[src/rtl/mc_pkg.sv]
// Package: select encodings shared by the datapath and its sub-blocks.
// Assumes: the encodings below match the external sequencer.
package mc_pkg;
    localparam logic [1:0] PCSRC_ALU  = 2'd0;
    localparam logic [1:0] PCSRC_RES  = 2'd1;
    localparam logic [1:0] PCSRC_JUMP = 2'd2;

    localparam logic [1:0] ALUB_REG    = 2'd0;
    localparam logic [1:0] ALUB_FOUR   = 2'd1;
    localparam logic [1:0] ALUB_IMM    = 2'd2;
    localparam logic [1:0] ALUB_IMM_SH = 2'd3;

    localparam int IMM_W    = 16;
    localparam int TARGET_W = 26;
endpackage

[src/rtl/mc_regfile.sv]
// Module: register file with two combinational read ports and one write port.
// Assumes: entry 0 is hardwired to zero by never being written.
module mc_regfile #(
    parameter int XLEN  = 32,
    parameter int NREGS = 32,
    localparam int RIDX = $clog2(NREGS)
) (
    input  logic            clk,
    input  logic            rst_n,
    input  logic [RIDX-1:0] rd_a_idx,
    input  logic [RIDX-1:0] rd_b_idx,
    output logic [XLEN-1:0] rd_a,
    output logic [XLEN-1:0] rd_b,
    input  logic            we,
    input  logic [RIDX-1:0] wr_idx,
    input  logic [XLEN-1:0] wr_data
);
    logic [XLEN-1:0] regs [NREGS];

    // Storage update: clear on reset, write any entry except zero.
    always_ff @(posedge clk) begin
        if (!rst_n) begin
            for (int i = 0; i < NREGS; i++) regs[i] <= '0;
        end else if (we && (wr_idx != '0)) begin
            regs[wr_idx] <= wr_data;
        end
    end

    assign rd_a = regs[rd_a_idx];
    assign rd_b = regs[rd_b_idx];
endmodule

[src/rtl/mc_alu_path.sv]
// Module: operand multiplexers and the single shared adder.
// Assumes: immediate arrives already sign-extended to XLEN.
module mc_alu_path #(
    parameter int XLEN = 32
) (
    input  logic [XLEN-1:0] pc,
    input  logic [XLEN-1:0] a_val,
    input  logic [XLEN-1:0] b_val,
    input  logic [XLEN-1:0] imm_sext,
    input  logic            a_sel,
    input  logic [1:0]      b_sel,
    output logic [XLEN-1:0] sum
);
    import mc_pkg::*;
    logic [XLEN-1:0] op_a, op_b;

    // Operand selection for the adder.
    always_comb begin
        op_a = a_sel ? a_val : pc;
        unique case (b_sel)
            ALUB_REG:  op_b = b_val;
            ALUB_FOUR: op_b = XLEN'(4);
            ALUB_IMM:  op_b = imm_sext;
            default:   op_b = {imm_sext[XLEN-3:0], 2'b00};
        endcase
    end

    assign sum = op_a + op_b;
endmodule

[src/rtl/mc_pc_unit.sv]
// Module: program counter with next-value mux and qualified write enable.
// Assumes: XLEN >= 32 so the jump concatenation fills the word.
module mc_pc_unit #(
    parameter int XLEN     = 32,
    parameter logic [XLEN-1:0] RESET_PC = '0
) (
    input  logic                         clk,
    input  logic                         rst_n,
    input  logic                         pc_we,
    input  logic                         pc_we_cond,
    input  logic                         operands_eq,
    input  logic [1:0]                   pc_src,
    input  logic [XLEN-1:0]              alu_sum,
    input  logic [XLEN-1:0]              res_val,
    input  logic [mc_pkg::TARGET_W-1:0]  target,
    output logic [XLEN-1:0]              pc_q
);
    import mc_pkg::*;
    localparam int HI_W = XLEN - TARGET_W - 2;
    logic [XLEN-1:0] pc_next;
    logic            pc_load;

    // Next-PC source selection.
    always_comb begin
        unique case (pc_src)
            PCSRC_ALU:  pc_next = alu_sum;
            PCSRC_RES:  pc_next = res_val;
            default:    pc_next = {pc_q[XLEN-1 -: HI_W], target, 2'b00};
        endcase
    end

    assign pc_load = pc_we || (pc_we_cond && operands_eq);

    // PC register with reset value and write qualification.
    always_ff @(posedge clk) begin
        if (!rst_n)       pc_q <= RESET_PC;
        else if (pc_load) pc_q <= pc_next;
    end

    assert_pc_hold_R11: assert property (@(posedge clk) disable iff (!rst_n)
        (!pc_we && !pc_we_cond) |=> $stable(pc_q));
    assert_branch_not_taken_R8: assert property (@(posedge clk) disable iff (!rst_n)
        (!pc_we && pc_we_cond && !operands_eq) |=> $stable(pc_q));
    assert_jump_region_R9: assert property (@(posedge clk) disable iff (!rst_n)
        (pc_we && pc_src == PCSRC_JUMP) |=>
        (pc_q[XLEN-1 -: HI_W] == $past(pc_q[XLEN-1 -: HI_W]) && pc_q[1:0] == 2'b00));
endmodule

[src/rtl/mc_datapath.sv]
// Module: multicycle datapath top: IR, A/B, result and data registers,
// register file, shared adder, PC unit and the memory address mux.
// Assumes: memory read is combinational, writes occur on the clock edge.
module mc_datapath #(
    parameter int XLEN  = 32,
    parameter int NREGS = 32,
    parameter logic [XLEN-1:0] RESET_PC = '0
) (
    input  logic            clk,
    input  logic            rst_n,
    input  logic            pc_we,
    input  logic            pc_we_cond,
    input  logic [1:0]      pc_src,
    input  logic            ir_we,
    input  logic            ab_we,
    input  logic            res_we,
    input  logic            mdr_we,
    input  logic            rf_we,
    input  logic            alu_a_sel,
    input  logic [1:0]      alu_b_sel,
    input  logic            addr_sel,
    input  logic            wb_dst_sel,
    input  logic            wb_src_sel,
    input  logic            mem_we,
    input  logic [XLEN-1:0] mem_rdata,
    output logic [XLEN-1:0] mem_addr,
    output logic [XLEN-1:0] mem_wdata,
    output logic            mem_wr,
    output logic [XLEN-1:0] ir_o,
    output logic [XLEN-1:0] pc_o,
    output logic            eq_o
);
    import mc_pkg::*;
    localparam int RIDX = $clog2(NREGS);

    logic [XLEN-1:0] ir_q, a_q, b_q, res_q, mdr_q;
    logic [XLEN-1:0] rf_a, rf_b, alu_sum, imm_sext, pc_q;
    logic [RIDX-1:0] rs_idx, rt_idx, rd_idx, wb_idx;
    logic [XLEN-1:0] wb_data;

    assign rs_idx   = ir_q[21 +: RIDX];
    assign rt_idx   = ir_q[16 +: RIDX];
    assign rd_idx   = ir_q[11 +: RIDX];
    assign imm_sext = {{(XLEN-IMM_W){ir_q[IMM_W-1]}}, ir_q[IMM_W-1:0]};
    assign wb_idx   = wb_dst_sel ? rd_idx : rt_idx;
    assign wb_data  = wb_src_sel ? mdr_q : res_q;

    // Architectural registers, each behind its own enable.
    always_ff @(posedge clk) begin
        if (!rst_n) begin
            ir_q  <= '0;
            a_q   <= '0;
            b_q   <= '0;
            res_q <= '0;
            mdr_q <= '0;
        end else begin
            if (ir_we)  ir_q  <= mem_rdata;
            if (ab_we)  a_q   <= rf_a;
            if (ab_we)  b_q   <= rf_b;
            if (res_we) res_q <= alu_sum;
            if (mdr_we) mdr_q <= mem_rdata;
        end
    end

    mc_regfile #(.XLEN(XLEN), .NREGS(NREGS)) rf_i (
        .clk(clk), .rst_n(rst_n),
        .rd_a_idx(rs_idx), .rd_b_idx(rt_idx),
        .rd_a(rf_a), .rd_b(rf_b),
        .we(rf_we), .wr_idx(wb_idx), .wr_data(wb_data)
    );

    mc_alu_path #(.XLEN(XLEN)) alu_i (
        .pc(pc_q), .a_val(a_q), .b_val(b_q), .imm_sext(imm_sext),
        .a_sel(alu_a_sel), .b_sel(alu_b_sel), .sum(alu_sum)
    );

    mc_pc_unit #(.XLEN(XLEN), .RESET_PC(RESET_PC)) pc_i (
        .clk(clk), .rst_n(rst_n),
        .pc_we(pc_we), .pc_we_cond(pc_we_cond), .operands_eq(eq_o),
        .pc_src(pc_src), .alu_sum(alu_sum), .res_val(res_q),
        .target(ir_q[TARGET_W-1:0]), .pc_q(pc_q)
    );

    assign mem_addr  = addr_sel ? res_q : pc_q;
    assign mem_wdata = b_q;
    assign mem_wr    = mem_we;
    assign ir_o      = ir_q;
    assign pc_o      = pc_q;
    assign eq_o      = (a_q == b_q);

    assert_fetch_ir_R2: assert property (@(posedge clk) disable iff (!rst_n)
        (ir_we && !addr_sel) |=> (ir_q == $past(mem_rdata)));
    assert_fetch_pc_R2: assert property (@(posedge clk) disable iff (!rst_n)
        (pc_we && pc_src == PCSRC_ALU && !alu_a_sel && alu_b_sel == ALUB_FOUR)
        |=> (pc_q == $past(pc_q) + XLEN'(4)));
    assert_zero_reg_R10: assert property (@(posedge clk) disable iff (!rst_n)
        (ab_we && rs_idx == '0) |=> (a_q == '0));
    assert_ir_hold_R11: assert property (@(posedge clk) disable iff (!rst_n)
        !ir_we |=> $stable(ir_q));
endmodule

[config.mk]
export PLATFORM = sky130hd
export DESIGN_NAME = mc_datapath
export DESIGN_NICKNAME = d
export VERILOG_FILES = /design/src/rtl/mc_pkg.sv /design/src/rtl/mc_regfile.sv /design/src/rtl/mc_alu_path.sv /design/src/rtl/mc_pc_unit.sv /design/src/rtl/mc_datapath.sv
export SDC_FILE = /design/constraint.sdc
export NUM_CORES = 2
export LEC_CHECK = 0
export BUFFER_PORTS_ARGS = -buffer_cell sky130_fd_sc_hd__clkbuf_2
export CORE_ASPECT_RATIO = 0.75
export CORE_MARGIN = 8
export CORE_UTILIZATION = 50
export DETAILED_ROUTE_END_ITERATION = 8
export PLACE_DENSITY = 0.77
export RECOVER_POWER = 25
export SETUP_SLACK_MARGIN = 0.02
export SLEW_MARGIN = 5
export SYNTH_ARGS = -nofsm -noshare
export SYNTH_HDL_FRONTEND = slang
export SYNTH_SLANG_ARGS = --single-unit
[constraint.sdc]
create_clock -name clk -period 3.4 [get_ports clk]
set_input_delay 0.17 -clock clk [delete_from_list [all_inputs] [get_ports clk]]
set_output_delay 0.17 -clock clk [all_outputs]
set_load 0.01 [all_outputs]
Word-level counts from Yosys, hierarchy flattened

Memory sizes are Yosys's and may differ from the RTL's. A register that Yosys moved wholly into a read port is not among the register bits.
Cells that the tools add are included.

Memories kept: 1
Input port bits: 50
Register bits: 128
Memory bits (writable): 1024
Output and inout bits: 130
Logic and storage cells: 35

Mux-type cells: 13
Reductions and logical operators: 11
Add/sub/neg operators: 1
Equality and inequality tests: 4

Memories:

| name      | depth | bits a word | rd ports | clocked after Yosys merged registers in | write ports | line             | RTL |
|---|---|---|---|---|---|---|---|
| rf_i.regs | 32    | 32          | 2        | 2                                       | 32          | mc_regfile.sv:18 | `logic [XLEN-1:0] regs [NREGS];` |

Operator list:

| operator             | number |
|---|---|
| $mux W32             | 4 |
| $pmux W32 S3         | 1 |
| $pmux W32 S2         | 1 |
| $add A32 B32 Y32     | 1 |
| $eq A32 B32 Y1       | 1 |
| $reduce_or A32 Y1    | 1 |
| $mux W5              | 2 |
| $mux W1              | 5 |
| $reduce_bool A5 Y1   | 1 |
| $eq A2 B1 Y1 const B | 2 |
| $logic_not A2 Y1     | 2 |
| $eq A2 B2 Y1 const B | 1 |
| $logic_and A1 B1 Y1  | 2 |
| $logic_not A1 Y1     | 2 |
| $reduce_and A2 Y1    | 1 |
| $reduce_bool A2 Y1   | 1 |
| $logic_or A1 B1 Y1   | 1 |

Longest topological paths before layout

Word-level depth: 8
Gate-level depth with buffers: 16
Depth with buffers taken out: 14

Hierarchy

From an unflattened synthesis, not the netlist that was laid out.

Cell total of the unflattened synthesis: 5813
Area total of the unflattened synthesis: 67472.2 um2

Modules (own cells, without submodules):

| module      | instances | area an instance (um2) | sequential area each (um2) | cells each |
|---|---|---|---|---|
| mc_regfile  | 1         | 55715.9                | 30749.5                    | 4609 |
| mc_datapath | 1         | 7226.9                 | 3203.1                     | 637 |
| mc_alu_path | 1         | 2831.5                 | 0.0                        | 388 |
| mc_pc_unit  | 1         | 1697.9                 | 640.6                      | 179 |

Worst setup path after synthesis

Ideal clock, no wire load.

Path type: input -> register
Start point: in alu_b_sel[1]
End point: reg pc_i.pc_q[26]
Path slack: -98 ps
Arrival time: 3384 ps
Library setup time: 114 ps
Data required time: 3286 ps
Stages on the path: 16
Buffers on the path: 4
Cells stage by stage: clkbuf_1 nor2_1 clkbuf_1 clkbuf_1 a21o_1 ha_1 clkbuf_1 a21oi_1 o21ai_1 a221o_1 a31o_2 nor2b_1 nor3_1 xnor2_1 mux2i_1 a2111oi_0

Cells in the longest elaborated chain, start to end: 4
Elaborated cells between the ends (all ways): 6
Classes of those cells: add/sub (1); eq/ne (2); mux (2); reduce/logical (1)

RTL lines:

| what                                       | line              | RTL |
|---|---|---|
| start, declared                            | mc_datapath.sv:20 | `input logic [1:0] alu_b_sel,` |
| $eq A2 B2 Y1, or another cell as far along | mc_alu_path.sv:20 | `unique case (b_sel)` |
| $pmux W32 S3 (*)                           | mc_alu_path.sv:20 |  |
| $add A32 B32 Y32 (*)                       | mc_alu_path.sv:28 | `assign sum = op_a + op_b;` |
| $pmux W32 S2 (*)                           | mc_pc_unit.sv:25  | `unique case (pc_src)` |
| end signal, assigned                       | mc_pc_unit.sv:37  | `else if (pc_load) pc_q <= pc_next;` |
| end, declared                              | mc_pc_unit.sv:16  | `output logic [XLEN-1:0] pc_q` |

Mark *: on every way between the ends. The rest lies on a longest branch, timed or not.
A chain may end at the register's enable or synchronous reset.

==> flow_metrics.env <==
export IMPL_status="finished with violations"
export IMPL_violations="max-capacitance violations, max-slew violations"
export IMPL_ys_ff_latch=1216
export IMPL_yosysTopAreaCell="edfxtp_1"
export IMPL_path_max_fanout=40
export IMPL_max_cap_viol_count=7
export IMPL_ys_seq_area_share_pct=55.8
export IMPL_die_w_um=423
export IMPL_highest_layer="met4"
export IMPL_period_needed_ps=3320
export IMPL_die_area_um2=136000
export IMPL_via_per_inst=6.84
export IMPL_totalWireLength_um=204000
export IMPL_finalClockSkew_ps=41.6
export IMPL_clockBufferDepth=3
export IMPL_antenna_found_initial=1
export IMPL_drive_above_1_share_pct=28.5
export IMPL_synth_edff_count=1024
export IMPL_required_ps=3840
export IMPL_cts_tree="built"
export IMPL_fmax_mhz=302
export IMPL_core_area_um2=124000
export IMPL_nets=4684
export IMPL_netlist_area_leader_share_pct=49.6
export IMPL_whs_ps=69.9
export IMPL_cts_root_buffer="clkbuf_16"
export IMPL_fin_crit_sh_pct=97.5
export IMPL_p_sw_uw=9230
export IMPL_synth_flop_cell="edfxtp_1"
export IMPL_grt_setup_unrepaired="no"
export IMPL_setup_violations=0
export IMPL_dp_hpwl_um=128000
export IMPL_antenna_cells=0
export IMPL_fin_ws_ps=83.6
export IMPL_netlist_area_um2=62000
export IMPL_switching_share_pct=26.6
export IMPL_slew_violations=242
export IMPL_clkSinkCount=1216
export IMPL_clkPwrFrac_pct=35.7
export IMPL_p_int_uw=25500
export IMPL_cts_buffers=109
export IMPL_leakage_uw=0.0237
export IMPL_hold_path_class="primary input to flop"
export IMPL_grt_pass1_vias=43100
export IMPL_p_comb_share_pct=14.6
export IMPL_ir_drop_mv=0.540
export IMPL_die_y_um=321
export IMPL_cts_htree_levels=3
export IMPL_finalHoldViolations=0
export IMPL_path_clk_slew_ps=70
export IMPL_area_growth_pct=13.3
export IMPL_yosysMostFrequentCell="nor2_1"
export IMPL_drt_wirelength_per_cell_um=32.2
export IMPL_grt_pass1_wl_um=293000
export IMPL_postSynthCellCount=4364
export IMPL_met2_length_um=90800
export IMPL_dp_slack_ps=-158
export IMPL_seq_area_um2=34600
export IMPL_vias=43400
export IMPL_start_util_pct=50.1
export IMPL_worstMarginPinSlew_ps=2290
export IMPL_synth_area_leaders="edfxtp_1 (50%), mux4_2 (23%), nor2_1 (7.2%)"
export IMPL_clock_latency_ps=760
export IMPL_track_usage_pct=29.2
export IMPL_cp_arrival_ps=3760
export IMPL_setup_tns_ps=0
export IMPL_worstSetupStartpointType="flop"
export IMPL_ant_nets=0
export IMPL_yosysWarningCount=0
export IMPL_gr_total_overflow=0
export IMPL_synth_common_cells="nor2_1 (1190), edfxtp_1 (1024), mux4_2 (640)"
export IMPL_drc=0
export IMPL_met1_length_um=70600
export IMPL_nFillCells=9438
export IMPL_firstDrtPassIters=8
export IMPL_rows=112
export IMPL_multi_input_area_um2=26100
export IMPL_place_congestion=0.954
export IMPL_yosysUniqueCellTypes=68
export IMPL_relSlewSlack_pct=-52.9
export IMPL_syn_avg_cell_area_um2=14.2
export IMPL_utilization_pct=56.8
export IMPL_io_buffers=177
export IMPL_seq_power_share_pct=49.7
export IMPL_worstSetupEndpointType="flop"
export IMPL_cellPowerDensity_nw_per_um2=494
export IMPL_synthArstFlopShare_pct=0
export IMPL_grt_start_max_net_pins=102
export IMPL_wl_met3_um=31900
export IMPL_crit_type="flop to flop"
export IMPL_ios=180
export IMPL_drt_iter0_drc=7646
-- layer usage --
metal | GRT usage [%] | up-vias
met3 | 9.17 | 680
met2 | 43.7 | 4067
li1 | - | 17000
met5 | 0 | -
met4 | 13.0 | 0
met1 | 39.4 | 21600
-- cell usage in the layout (no fill, tap or decap), drive strengths merged, types with 7 or more instances in the layout --
| cell type | instances |
|---|---|
| conb | 32 |
| a21oi | 53 |
| ha | 31 |
| dlygate4sd3 | 39 |
| clkbuf | 379 |
| nor3 | 7 |
| nor2b | 8 |
| o211ai | 8 |
| a21o | 20 |
| inv | 31 |
| xnor2 | 23 |
| buf | 262 |
| xor2 | 39 |
| clkinv | 37 |
| a22o | 15 |
| o21ai | 47 |
| and2 | 10 |
| mux2i | 208 |
| dfxtp | 192 |
| a211oi | 68 |
| nand2b | 7 |
| mux2 | 77 |
| nor4 | 12 |
| nand3 | 12 |
| nor2 | 1191 |
| a31oi | 8 |
| mux4 | 640 |
| nand2 | 143 |
| edfxtp | 1024 |
-- kinds of logic after synthesis --
family	count (synthesis)	synth area share (%)
AND/OR/NAND/NOR	1412	8.87
multiplexers	925	28.0
adder cells (fa/ha/maj)	32	0.658
XOR/XNOR	62	0.876
other	1	0.00605
flip-flops	1216	55.8
AO/OA/AOI/OAI	257	2.89
buffers and inverters	459	2.89
-- power groups by stage --
stage / Combinational (µW) / Sequential, µW / Clock [µW]
6_report: 5060 / 17300 / 12400
5_1_grt: 5220 / 17300 / 12900
4_1_cts: 4990 / 17200 / 12400
3_5_place_dp: 4920 / 17500 / 0
3_3_place_gp: 4870 / 17500 / 0
2_1_floorplan: 3040 / 17400 / 0
-- worst max-delay path: stages (launching register included) --
cell and delay [ps]:
dfxtp_1 840, buf_12 370, mux2_1 220, nor2_1 50
clkbuf_2 220, nand2_1 180, clkbuf_1 970, nor2_1 130
-- path summary, 6_finish.rpt --
path         slack (ps)  startpoint              end  cells past startpoint
max                  80    ir_o[17]  rf_i.regs[5][3]                      7
max reg2reg          80    ir_o[17]  rf_i.regs[5][3]                      7
min                  70   pc_src[1]     pc_i.pc_q[0]                      4
min reg2reg         500    ir_o[29]         ir_o[29]                      2
-- flip-flops by register name (all words and copies together) (netlist names) --
name       flops
rf_i.regs   1024
a_q           32
ir_o          32
mdr_q         32
mem_wdata     32
pc_i.pc_q     32
res_q         32
-- final cells by class --
cell class	count	area share, %
clock buffers	149	4.28
repair buffers	531	5.60
flip-flops and latches	1216	49.3
well taps	1653	2.94
clock inverters	52	0.647
multi-input cells	2720	37.1
inverters	24	0.139
-- metrics by stage --
| stage | std cells | total power [µW] | instance area, µm² |
|---|---|---|---|
| 6_report | 6345 | 34700 | 70200 |
| 4_1_cts | 6343 | 34600 | 70600 |
| 3_3_place_gp | 6103 | 22400 | 66800 |
| 2_1_floorplan | 4395 | 20400 | 62100 |
| 5_1_grt | 6345 | 35400 | 70200 |
| 3_5_place_dp | 6103 | 22500 | 66800 |
-- repair_timing --
| item | 4_1_cts | 5_1_grt |
|---|---|---|
| hold buffers | 39 | 0 |
| endpoints found under the hold margin | 90 | 0 |
| setup endpoints to repair | 0 | 24 |
| resized for setup | 0 | 15 |
| setup buffers | 0 | 2 |
Note: power is estimated with default switching activity, not from simulation.
